$ cat src/rtl/clkdiv_pkg.sv
package clkdiv_pkg;

  localparam int RATIO_MAX   = 4;
  localparam int RATIO_CNT_W = $clog2(RATIO_MAX);
  localparam int RATIO_LEN_W = RATIO_CNT_W + 1;

  typedef logic [2:0] ratio_oh_t;

  localparam ratio_oh_t RATIO_NONE = 3'b000;
  localparam ratio_oh_t RATIO_1    = 3'b001;
  localparam ratio_oh_t RATIO_2    = 3'b010;
  localparam ratio_oh_t RATIO_4    = 3'b100;

  // Field code 000 defers to the pin; undefined codes fall back to divide-by-1.
  function automatic ratio_oh_t decode_ratio(input logic [2:0] field, input logic [1:0] pin);
    ratio_oh_t r;
    case (field)
      3'b000: begin
        case (pin)
          2'b01:   r = RATIO_2;
          2'b10:   r = RATIO_4;
          default: r = RATIO_1;
        endcase
      end
      3'b010:  r = RATIO_2;
      3'b100:  r = RATIO_4;
      default: r = RATIO_1;
    endcase
    return r;
  endfunction

  // Period length in input cycles; the idle code after reset counts as one.
  function automatic logic [RATIO_LEN_W-1:0] ratio_len(input ratio_oh_t r);
    logic [RATIO_LEN_W-1:0] n;
    case (r)
      RATIO_2: n = RATIO_LEN_W'(2);
      RATIO_4: n = RATIO_LEN_W'(4);
      default: n = RATIO_LEN_W'(1);
    endcase
    return n;
  endfunction

endpackage

$ cat src/rtl/cdiv_rst_sync.sv
module cdiv_rst_sync #(
  parameter int STAGES = 2
) (
  input  logic clk_i,
  input  logic arst_n_i,
  output logic srst_n_o
);

  logic [STAGES-1:0] chain_q, chain_d;

  always_comb begin
    chain_d = {chain_q[STAGES-2:0], 1'b1};
  end

  always_ff @(posedge clk_i or negedge arst_n_i) begin
    if (!arst_n_i) chain_q <= '0;
    else           chain_q <= chain_d;
  end

  assign srst_n_o = chain_q[STAGES-1];

endmodule

$ cat src/rtl/cdiv_slip_detect.sv
module cdiv_slip_detect #(
  parameter int STAGES = 2
) (
  input  logic clk_i,
  input  logic rst_n_i,
  input  logic soft_rst_i,
  input  logic slip_ctl_i,
  output logic slip_pulse_o
);

  logic [STAGES-1:0] sync_q, sync_d;
  logic              seen_q, seen_d;
  logic              rise;

  always_comb begin
    sync_d = {sync_q[STAGES-2:0], slip_ctl_i};
    seen_d = sync_q[STAGES-1];
    rise   = sync_q[STAGES-1] && !seen_q;
  end

  always_ff @(posedge clk_i or negedge rst_n_i) begin
    if (!rst_n_i) begin
      sync_q <= '0;
      seen_q <= 1'b0;
    end else begin
      sync_q <= sync_d;
      seen_q <= seen_d;
    end
  end

  // The edge history keeps tracking during soft reset, so its release cannot fire a slip.
  assign slip_pulse_o = rise && !soft_rst_i;

  p_single_pulse_r9: assert property (@(posedge clk_i) disable iff (!rst_n_i)
    slip_pulse_o |=> !slip_pulse_o);

endmodule

$ cat src/rtl/cdiv_ratio_sel.sv
module cdiv_ratio_sel
  import clkdiv_pkg::*;
(
  input  logic [2:0] field_i,
  input  logic [1:0] pin_i,
  output ratio_oh_t  req_o
);

  always_comb begin
    req_o = decode_ratio(field_i, pin_i);
  end

endmodule

$ cat src/rtl/cdiv_core.sv
module cdiv_core
  import clkdiv_pkg::*;
#(
  parameter int CNT_W = RATIO_CNT_W
) (
  input  logic      clk_i,
  input  logic      rst_n_i,
  input  ratio_oh_t req_ratio_i,
  input  logic      slip_pulse_i,
  output ratio_oh_t active_o,
  output logic      div_q_o
);

  localparam int LEN_W = CNT_W + 1;

  ratio_oh_t        active_q, active_d;
  logic [CNT_W-1:0] cnt_q, cnt_d;
  logic             out_q, out_d;
  logic [LEN_W-1:0] len_cur, len_nxt, step, sum;
  logic             slip_eff, wrap, restart;

  always_comb begin
    len_cur  = LEN_W'(ratio_len(active_q));
    slip_eff = slip_pulse_i && (active_q == RATIO_4);
    step     = slip_eff ? LEN_W'(2) : LEN_W'(1);
    sum      = {1'b0, cnt_q} + step;
    wrap     = (active_q == RATIO_NONE) || (sum >= len_cur);
    restart  = (active_q == RATIO_NONE) || (req_ratio_i != active_q);
    active_d = active_q;
    cnt_d    = CNT_W'(sum);
    if (wrap) begin
      active_d = req_ratio_i;
      cnt_d    = restart ? '0 : CNT_W'(sum - len_cur);
    end
    len_nxt = LEN_W'(ratio_len(active_d));
    out_d   = (len_nxt == LEN_W'(1)) ? 1'b1 : ({1'b0, cnt_d} < (len_nxt >> 1));
  end

  always_ff @(posedge clk_i or negedge rst_n_i) begin
    if (!rst_n_i) begin
      active_q <= RATIO_NONE;
      cnt_q    <= '0;
      out_q    <= 1'b0;
    end else begin
      active_q <= active_d;
      cnt_q    <= cnt_d;
      out_q    <= out_d;
    end
  end

  assign active_o = active_q;
  assign div_q_o  = out_q;

  p_count_range_r4: assert property (@(posedge clk_i) disable iff (!rst_n_i)
    (active_q != RATIO_NONE) |-> ({1'b0, cnt_q} < LEN_W'(ratio_len(active_q))));

  p_switch_clean_r6: assert property (@(posedge clk_i) disable iff (!rst_n_i)
    (active_q != $past(active_q)) |-> (cnt_q == '0 && out_q));

  p_slip_step_r7: assert property (@(posedge clk_i) disable iff (!rst_n_i)
    (slip_pulse_i && active_q == RATIO_4 && req_ratio_i == RATIO_4)
      |=> (cnt_q == CNT_W'($past(cnt_q) + CNT_W'(2))));

  p_slip_ignored_r8: assert property (@(posedge clk_i) disable iff (!rst_n_i)
    (active_q == RATIO_2 && req_ratio_i == RATIO_2)
      |=> (cnt_q == ($past(cnt_q) ^ CNT_W'(1))));

endmodule

$ cat src/rtl/clk_phase_divider.sv
module clk_phase_divider
  import clkdiv_pkg::*;
#(
  parameter int RST_STAGES  = 2,
  parameter int SLIP_STAGES = 2
) (
  input  logic       clk_in,
  input  logic       rst_n,
  input  logic       soft_rst,
  input  logic [2:0] div_field,
  input  logic [1:0] div_pin,
  input  logic       slip_ctl,
  output logic       clk_div,
  output logic [2:0] div_status
);

  logic      rst_sync_n;
  logic      slip_pulse;
  ratio_oh_t req_ratio;
  ratio_oh_t active;
  logic      div_q;

  cdiv_rst_sync #(.STAGES(RST_STAGES)) u_rst (
    .clk_i    (clk_in),
    .arst_n_i (rst_n),
    .srst_n_o (rst_sync_n)
  );

  cdiv_slip_detect #(.STAGES(SLIP_STAGES)) u_slip (
    .clk_i        (clk_in),
    .rst_n_i      (rst_sync_n),
    .soft_rst_i   (soft_rst),
    .slip_ctl_i   (slip_ctl),
    .slip_pulse_o (slip_pulse)
  );

  cdiv_ratio_sel u_sel (
    .field_i (div_field),
    .pin_i   (div_pin),
    .req_o   (req_ratio)
  );

  cdiv_core #(.CNT_W(RATIO_CNT_W)) u_core (
    .clk_i        (clk_in),
    .rst_n_i      (rst_sync_n),
    .req_ratio_i  (req_ratio),
    .slip_pulse_i (slip_pulse),
    .active_o     (active),
    .div_q_o      (div_q)
  );

  // The select register changes only on a rising input edge where both paths are high.
  assign clk_div    = (active == RATIO_1) ? clk_in : div_q;
  assign div_status = active;

  p_status_onehot_r1: assert property (@(posedge clk_in) disable iff (!rst_sync_n)
    $onehot0(div_status));

  p_reset_quiet_r11: assert property (@(posedge clk_in)
    !rst_n |-> (clk_div == 1'b0 && div_status == RATIO_NONE));

endmodule

$ cat config.mk
export PLATFORM = sky130hd
export DESIGN_NAME = clk_phase_divider
export DESIGN_NICKNAME = d
export VERILOG_FILES = /design/src/rtl/clkdiv_pkg.sv /design/src/rtl/cdiv_rst_sync.sv /design/src/rtl/cdiv_slip_detect.sv /design/src/rtl/cdiv_ratio_sel.sv /design/src/rtl/cdiv_core.sv /design/src/rtl/clk_phase_divider.sv
export SDC_FILE = /design/constraint.sdc
export NUM_CORES = 1
export LEC_CHECK = 0
export BUFFER_PORTS_ARGS = -buffer_cell sky130_fd_sc_hd__buf_4
export CAP_MARGIN = 20
export CORE_AREA = 2 2 40 46
export CTS_BUF_LIST = sky130_fd_sc_hd__clkbuf_16
export CTS_CLUSTER_DIAMETER = 40
export DETAILED_ROUTE_END_ITERATION = 16
export DIE_AREA = 0 0 42 48
export MAX_ROUTING_LAYER = met4
export PLACE_DENSITY = 0.85
export RECOVER_POWER = 100
export SYNTH_ARGS = -nofsm -noshare
export SYNTH_HDL_FRONTEND = slang
export SYNTH_HIERARCHICAL = 1
export SYNTH_SLANG_ARGS = --single-unit
$ cat constraint.sdc
create_clock -name clk_in -period 1.3 [get_ports clk_in]
set_input_delay 0.195 -clock clk_in [delete_from_list [all_inputs] [get_ports clk_in]]
set_output_delay 0.195 -clock clk_in [all_outputs]
set_load 0.02 [all_outputs]
==> summary.txt, run 1 <==
Outcome
  – Outcome: aborted with a tool error
  – Failed at: clock tree synthesis (4_1_cts)
  – Run Error: [ERROR DPL-0033] detailed placement checks failed during check placement.

Yosys
  – Dominant synthesized flop cell: dfrtp_1
  – Yosys warnings: 6
  – Post-synth EDFFs: 0
  – Netlist cell types: 35
  – Count leader, synth: dfrtp_1
  – Synth area leader: dfrtp_1
  – Synthesized Nets: 97
  – Top area cells in the synthesized netlist: dfrtp_1 (34%), ha_1 (11%), a2111oi_4 (3.4%)
  – Synth cell count leaders: dfrtp_1 (11), ha_1 (7), inv_1 (7), nor2_1 (6), nor3_1 (4)
  – Syn Inst Count: 80
  – Yosys top cell area share: 0.343
  – Post-synthesis cell area: 803 um^2
  – Average size of a mapped cell: 10.0 um^2
  – Synth async-reset ratio: 1.00
  – Post-synthesis sequential area ratio: 0.343
  – #FFs+latches synth: 11

Floorplan
  – IO Pins: 13
  – DIE WIDTH: 42 um
  – Row cnt: 15
  – Die H: 48 um
  – Starting Density: 0.528

Placement
  – Dpl ws: -1750 ps
  – Buffers on Ports: 12
  – HPWL after detailed placement: 1.64 mm
  – Gpl congestion: ~0.88

CTS
  – Post-CTS setup buffers: 7
  – Post-CTS resize count: 21
  – CTS Hold Bufs: 2
-- through the flow --
stage / cell area [um^2] / cells
after floorplan: 871 / 80
after global placement: 1160 / 133
after detailed placement: 1160 / 133
-- cells by family after synthesis --
kind of cell,after synthesis,synth area share
adders and majority gates,8,0.134
buffers and inverters,9,0.0452
AOI/OAI and AO/OA,16,0.185
other,1,0.00467
muxes,3,0.0467
xor gates and xnor gates,5,0.0545
and+or+nand+nor,27,0.187
DFF,11,0.343
==> run 2, diff against run 1 <==
--- a/config.mk
+++ b/config.mk
@@ -7,13 +7,10 @@
 export LEC_CHECK = 0
 export BUFFER_PORTS_ARGS = -buffer_cell sky130_fd_sc_hd__buf_4
 export CAP_MARGIN = 20
-export CORE_AREA = 2 2 40 46
-export CTS_BUF_LIST = sky130_fd_sc_hd__clkbuf_16
-export CTS_CLUSTER_DIAMETER = 40
+export CORE_AREA = 2 2 63 65
 export DETAILED_ROUTE_END_ITERATION = 16
-export DIE_AREA = 0 0 42 48
-export MAX_ROUTING_LAYER = met4
-export PLACE_DENSITY = 0.85
+export DIE_AREA = 0 0 65 67
+export PLACE_DENSITY_LB_ADDON = 0.15
 export RECOVER_POWER = 100
 export SYNTH_ARGS = -nofsm -noshare
 export SYNTH_HDL_FRONTEND = slang
==> run 2 against run 1 <==
- the flow now finishes, with violations (negative setup slack)
- area after synthesis unchanged
- synthesized cell count unchanged
==> summary.txt, run 2 <==
Critical path
  – Max stage delay on crit path: 510 ps
  – Worst Path Required: 1510 ps
  – Critical Path Start: u_slip/seen_q$_DFF_PN0_
  – Critical path arrival: 3230 ps
  – Flop2flop setup slack: -1730 ps
  – Kind of critical path: reg -> reg
  – CP cell instances: nor3b_2 > nand3_4 > buf_6 > fa_1 > inv_2 > ha_4 > nand2_4 > o21ai_2 > o21ai_0 > a21bo_4 > ha_4 > nor2_2 > a221oi_2 > o41ai_2
  – Critical Path Sink Type: flop
  – Crit path max-delay cell type: fa_1
  – R2r startpoint: u_slip/seen_q$_DFF_PN0_
  – FF-to-FF End: u_core/div_q_o$_DFF_PN0_
  – Crit-path most repeated cell: ha_4
  – Buf+Inv Stages, Crit Path: 2
  – Critical path depth: 14
  – Cells on worst reg2reg path: 14
  – Delay-heaviest family, CP: adder cells
  – Startpoint Class: flop
  – Worst-path fanout max: 3

Yosys
  – Netlist cell types: 35
  – Yosys top cell area share: 0.343
  – Synth async-reset ratio: 1.00
  – Dominant synthesized flop cell: dfrtp_1
  – Post-synthesis cell area: 803 um^2
  – Synthesized Nets: 97
  – Syn Inst Count: 80
  – Average size of a mapped cell: 10.0 um^2
  – Top area cells in the synthesized netlist: dfrtp_1 (34%), ha_1 (11%), a2111oi_4 (3.4%)
  – Post-synth EDFFs: 0
  – Post-synthesis sequential area ratio: 0.343
  – #FFs+latches synth: 11
  – Yosys warnings: 6
  – Count leader, synth: dfrtp_1
  – Synth cell count leaders: dfrtp_1 (11), ha_1 (7), inv_1 (7), nor2_1 (6), nor3_1 (4)
  – Synth area leader: dfrtp_1

Power and ir drop
  – Pwr/cell area: 2680 nW/um^2
  – Tot Pwr: 3.98 mW
  – VDD IR max: 0.703 mV
  – Pleak: 0.640 nW

Placement
  – Gpl congestion: 0.764
  – Dpl ws: -1750 ps
  – HPWL after detailed placement: approximately 1.5 mm
  – Placed Cells: 162
  – Buffers on Ports: 12

Cells and area
  – # nets final: 149
  – Commonest cells after routing, fill and taps aside: buf_4 (35), dfrtp_1 (8), clkbuf_8 (6), buf_6 (6)
  – Finished Layout Cells: 179
  – Layout cells sized above 1: 0.611
  – FILL cells: around 360
  – Max reg flops: 3
  – Most common cell after layout, fill and taps aside: buf_4
  – Antenna Cells: 0
  – P&R area growth vs syn: 84.7%

Global route
  – Global-route wire length before repair: 3.48 mm
  – Largest net degree at the start of global routing: 12
  – Vias in the first global route: 830
  – GR Util met1: 0.123
  – Met3 Use GR: 0.0456
  – Met2 Usage GRT: 0.180
  – Total grt overflow: 0
  – GRT Util Overall: 0.109
  – Global route hottest layer: met2
  – Initial antenna violation count: 0

Outcome
  – Failing checks: negative setup slack
  – Outcome: finished, violations left

Route
  – Vias after detailed routing: slightly below 800
  – Vias/cell: 4.38
  – DR iter-0 viols: 22
  – Routed WL: 2.07 mm
  – Total iterations of the first detailed-routing run: 4
  – DR WL/cell: 11.6 um
  – Post-DRT Antenna Nets: 0
  – Post-route DRC violation count: 0

Timing
  – Achievable frequency: 0.331 GHz
  – Skew final: 1.00 ps
  – Final Max Tran Viols: 0
  – RSZ-0062 raised after global routing: true
  – Final Critical Period: 3030 ps
  – Endpoints failing setup: 7
  – Fin crit share: 2.33
  – Fin. Hold Viols: 0
  – Setup ws final: -1730 ps

Floorplan
  – Die ar.: 4360 um^2
  – IO Pins: 13
  – Starting Density: 0.223
  – Row cnt: 22
  – DIE WIDTH: 65 um
  – Die H: 67 um
  – Core area: ~3600 um^2

CTS
  – Worst-path clk slew: 50 ps
  – CTS tree: done
  – Clk Latency, worst-skew pair: 340 ps

Min path
  – Min-Delay Path Class: reg -> async

Job
  – Max-Cap Viols: 0
==> run 2: cell counts after synthesis <==
No cell type changed its count.
==> run 2: how the worst max path moves through the flow <==
stage	end	slack [ps]
finish	u_core/div_q_o$_DFF_PN0_	-1730
global placement	u_core/div_q_o$_DFF_PN0_	-1770
floorplan	u_core/div_q_o$_DFF_PN0_	-1800
global route	u_core/div_q_o$_DFF_PN0_	-1850
CTS	u_core/div_q_o$_DFF_PN0_	-1700
detailed placement	u_core/div_q_o$_DFF_PN0_	-1750
==> run 2: what timing repair did <==
action                                  in CTS  in global routing
pin swaps                                   16                  9
endpoints found under the setup margin       7                  8
setup buffers                                5                  3
gates cloned                                 0                  0
resized for setup                           22                  4
hold buffers                                 2                  0
endpoints found under the hold margin        3                  0
==> run 2: layout make-up <==
cell class | count | area (um^2) | area share
flip-flops and latches | 11 | 279 | 0.188
clock buffers | 8 | 93.8 | 0.0632
multi-input cells | 60 | 656 | 0.442
repair buffers | 45 | 369 | 0.249
inverters | 7 | 26.3 | 0.0177
well taps | 48 | 60.1 | 0.0405
==> run 2: layer usage <==
layer	part of all wire	vias to the layer above
met5	0	-
met4	0	0
met3	0.042	0
met2	0.54	21
met1	0.42	381
li1	-	382
==> run 2: through the flow <==
stage          TNS (ps)  utilization  hold slack [ps]  instance area [um^2]
2_1_floorplan     -7760            -             -101                   871
3_3_place_gp      -8160        0.328            -22.2                  1180
3_5_place_dp      -8080        0.328            -19.3                  1180
4_1_cts           -8600        0.402              161                  1450
5_1_grt           -9420        0.412              187                  1480
6_report          -8820        0.412              146                  1480
==> run 2: kinds of logic (layout without fill, tap and decap cells) <==
group / after synthesis / count (layout) / share of synthesized area
fa+ha+maj: 8 / 8 / 0.134
other cells: 1 / 1 / 0.00467
simple gates: 27 / 27 / 0.187
mux: 3 / 3 / 0.0467
buf+inv: 9 / 60 / 0.0452
xor+xnor: 5 / 5 / 0.0545
flops: 11 / 11 / 0.343
compound gates: 16 / 16 / 0.185
==> run 2: where the power goes <==
part	total, mW	switching [mW]	leakage (nW)	internal, mW
Clock	0.717	0.215	0.0570	0.502
Sequential	0.500	0.0674	0.127	0.433
Combinational	2.76	1.21	0.455	1.55
==> run 2: worst reg2reg max path, delay by kind of cell, from the launching register on <==
family / cells / cell delay, ps
and+or+nand+nor: 4 / 450
adders and majority gates: 3 / 1050
buffers and inverters: 2 / 180
AOI/OAI and AO/OA: 5 / 870
DFF: 1 / 360
Power figures use the tool's default switching activity.
==> run 3, diff against run 2 <==
--- a/config.mk
+++ b/config.mk
@@ -12,6 +12,7 @@
 export DIE_AREA = 0 0 65 67
 export PLACE_DENSITY_LB_ADDON = 0.15
 export RECOVER_POWER = 100
+export SETUP_SLACK_MARGIN = 0.15
 export SYNTH_ARGS = -nofsm -noshare
 export SYNTH_HDL_FRONTEND = slang
 export SYNTH_HIERARCHICAL = 1
==> run 3 against run 2 <==
- largest cell class unchanged
- critical endpoint unchanged
- the run still ends with negative setup slack left
- sequential share of layout area decreased by 0.86 points
- critical path depth unchanged
- via count increased by 1.7%
==> summary.txt, run 3 (synthesized netlist as in run 2, its figures left out) <==
Route
  – DR WL/cell: around 12 um
  – Vias/cell: 4.36
  – Routed WL: 2.15 mm
  – Vias after detailed routing: 797
  – Post-route DRC violation count: 0
  – Total iterations of the first detailed-routing run: 4
  – DR iter-0 viols: 14
  – Post-DRT Antenna Nets: 0

Critical path
  – Critical Path Sink Type: flop
  – Delay-heaviest family, CP: adder cells
  – Crit path max-delay cell type: fa_1
  – Critical path arrival: between 3000 and 4000 ps
  – Worst-path fanout max: 3
  – Worst Path Required: 1510 ps
  – Buf+Inv Stages, Crit Path: 2
  – CP cell instances: nor3b_2 > nand3_4 > buf_6 > fa_1 > inv_2 > ha_4 > nand2_4 > o21ai_2 > o21ai_0 > a21bo_4 > ha_4 > nor2_2 > a221oi_2 > o41ai_2
  – Kind of critical path: reg -> reg
  – Max stage delay on crit path: just over 500 ps
  – Crit-path most repeated cell: ha_4
  – Startpoint Class: flop

Placement
  – Dpl cell area: 1180 um^2
  – Placed Cells: roughly 160
  – Gpl congestion: 0.764
  – Buffers on Ports: 12
  – HPWL after detailed placement: 1.51 mm

Global route
  – Global route hottest layer: met2
  – GR Util met1: 0.125
  – Met2 Usage GRT: 0.184
  – Global-route wire length before repair: about 3.6 mm
  – GRT Util Overall: 0.111
  – Initial antenna violation count: 0
  – Vias in the first global route: around 840
  – Total grt overflow: 0
  – Largest net degree at the start of global routing: 12
  – Met3 Use GR: 0.0456

Timing
  – RSZ-0062 raised after global routing: true
  – Achievable frequency: ~0.33 GHz
  – Fin. Hold Viols: 0
  – Final setup TNS: -9130 ps
  – Setup ws final: -1750 ps
  – Final Critical Period: 3050 ps
  – Endpoints failing setup: 8
  – Skew final: 1.44 ps
  – Final Max Tran Viols: 0
  – Fin crit share: 2.35

Min path
  – Min-Delay Path Class: reg -> async

Outcome
  – Failing checks: negative setup slack
  – Outcome: finished, violations left

CTS
  – CTS tree: done
  – Worst-path clk slew: 50 ps
  – Clk Latency, worst-skew pair: 340 ps

Cells and area
  – FILL cells: 357
  – P&R area growth vs syn: 93.6%
  – Finished Layout Cells: 183
  – Reg area: 279 um^2
  – Max reg flops: 3
  – Commonest cells after routing, fill and taps aside: buf_4 (33), buf_6 (10), dfrtp_1 (8)
  – Post-route cell area: 1560 um^2
  – Most common cell after layout, fill and taps aside: buf_4
  – # nets final: about 150
  – Antenna Cells: 0
  – Layout cells sized above 1: 0.622
  – Multi-input logic area: 662 um^2

Power and ir drop
  – Pwr/cell area: around 2700 nW/um^2
  – Pleak: 0.672 nW
  – Tot Pwr: 4.20 mW
  – VDD IR max: 0.709 mV

Floorplan
  – IO Pins: 13
  – Die H: 67 um
  – Die ar.: around 4400 um^2
  – Row cnt: 22
  – Starting Density: 0.223
  – Core area: 3610 um^2
  – DIE WIDTH: 65 um

Job
  – Max-Cap Viols: 0
[run 3: area by class of cell]
type,instances,share of cell area
tap,48,0.0386
timing repair buffer,49,0.277
sequential,11,0.179
clock buffer,8,0.0628
inverter,7,0.0169
multi-input combinational,60,0.426
[run 3: what timing repair did]
item | 4_1_cts | 5_1_grt
resized for setup | 23 | 13
buffers inserted | 5 | 7
cloned | 0 | 0
pin swaps | 16 | 9
hold buffers | 2 | 0
endpoints found under the hold margin | 3 | 0
endpoints found under the setup margin | 10 | 10
[run 3: path summary, 6_finish.rpt]
kind | from | end | slack, ps | cells past startpoint
worst min-delay path | u_rst/chain_q[1]$_DFF_PN0_ | u_core/cnt_q[1]$_DFF_PN0_ | 150 | 0
worst max-delay path | u_slip/seen_q$_DFF_PN0_ | u_core/div_q_o$_DFF_PN0_ | -1750 | 14
min in group clk_in | u_slip/sync_q[0]$_DFF_PN0_ | u_slip/sync_q[1]$_DFF_PN0_ | 340 | 0
max in group asynchronous | u_rst/chain_q[1]$_DFF_PN0_ | u_core/active_o[0]$_DFF_PN0_ | 870 | 0
worst max register to register | u_slip/seen_q$_DFF_PN0_ | u_core/div_q_o$_DFF_PN0_ | -1750 | 14
worst min register to register | u_rst/chain_q[1]$_DFF_PN0_ | u_core/cnt_q[1]$_DFF_PN0_ | 150 | 0
[run 3: through the flow]
stage / hold slack [ps] / worst slack [ps] / util
floorplan: -101 / -1800 / -
global placement: -22.2 / -1770 / 0.328
detailed placement: -19.3 / -1750 / 0.328
CTS: 161 / -1700 / 0.403
global route: 187 / -1860 / 0.431
finish: 146 / -1750 / 0.431
[run 3: per-layer routing]
layer / share of wire / vias up
li1: - / 391
met5: 0 / -
met1: 0.41 / 386
met4: 0 / 0
met2: 0.54 / 20
met3: 0.043 / 0
[run 3: power by group]
| part | internal (mW) | switching (mW) |
|---|---|---|
| logic | 1.69 | 1.26 |
| clock network | 0.523 | 0.226 |
| registers | 0.433 | 0.0704 |
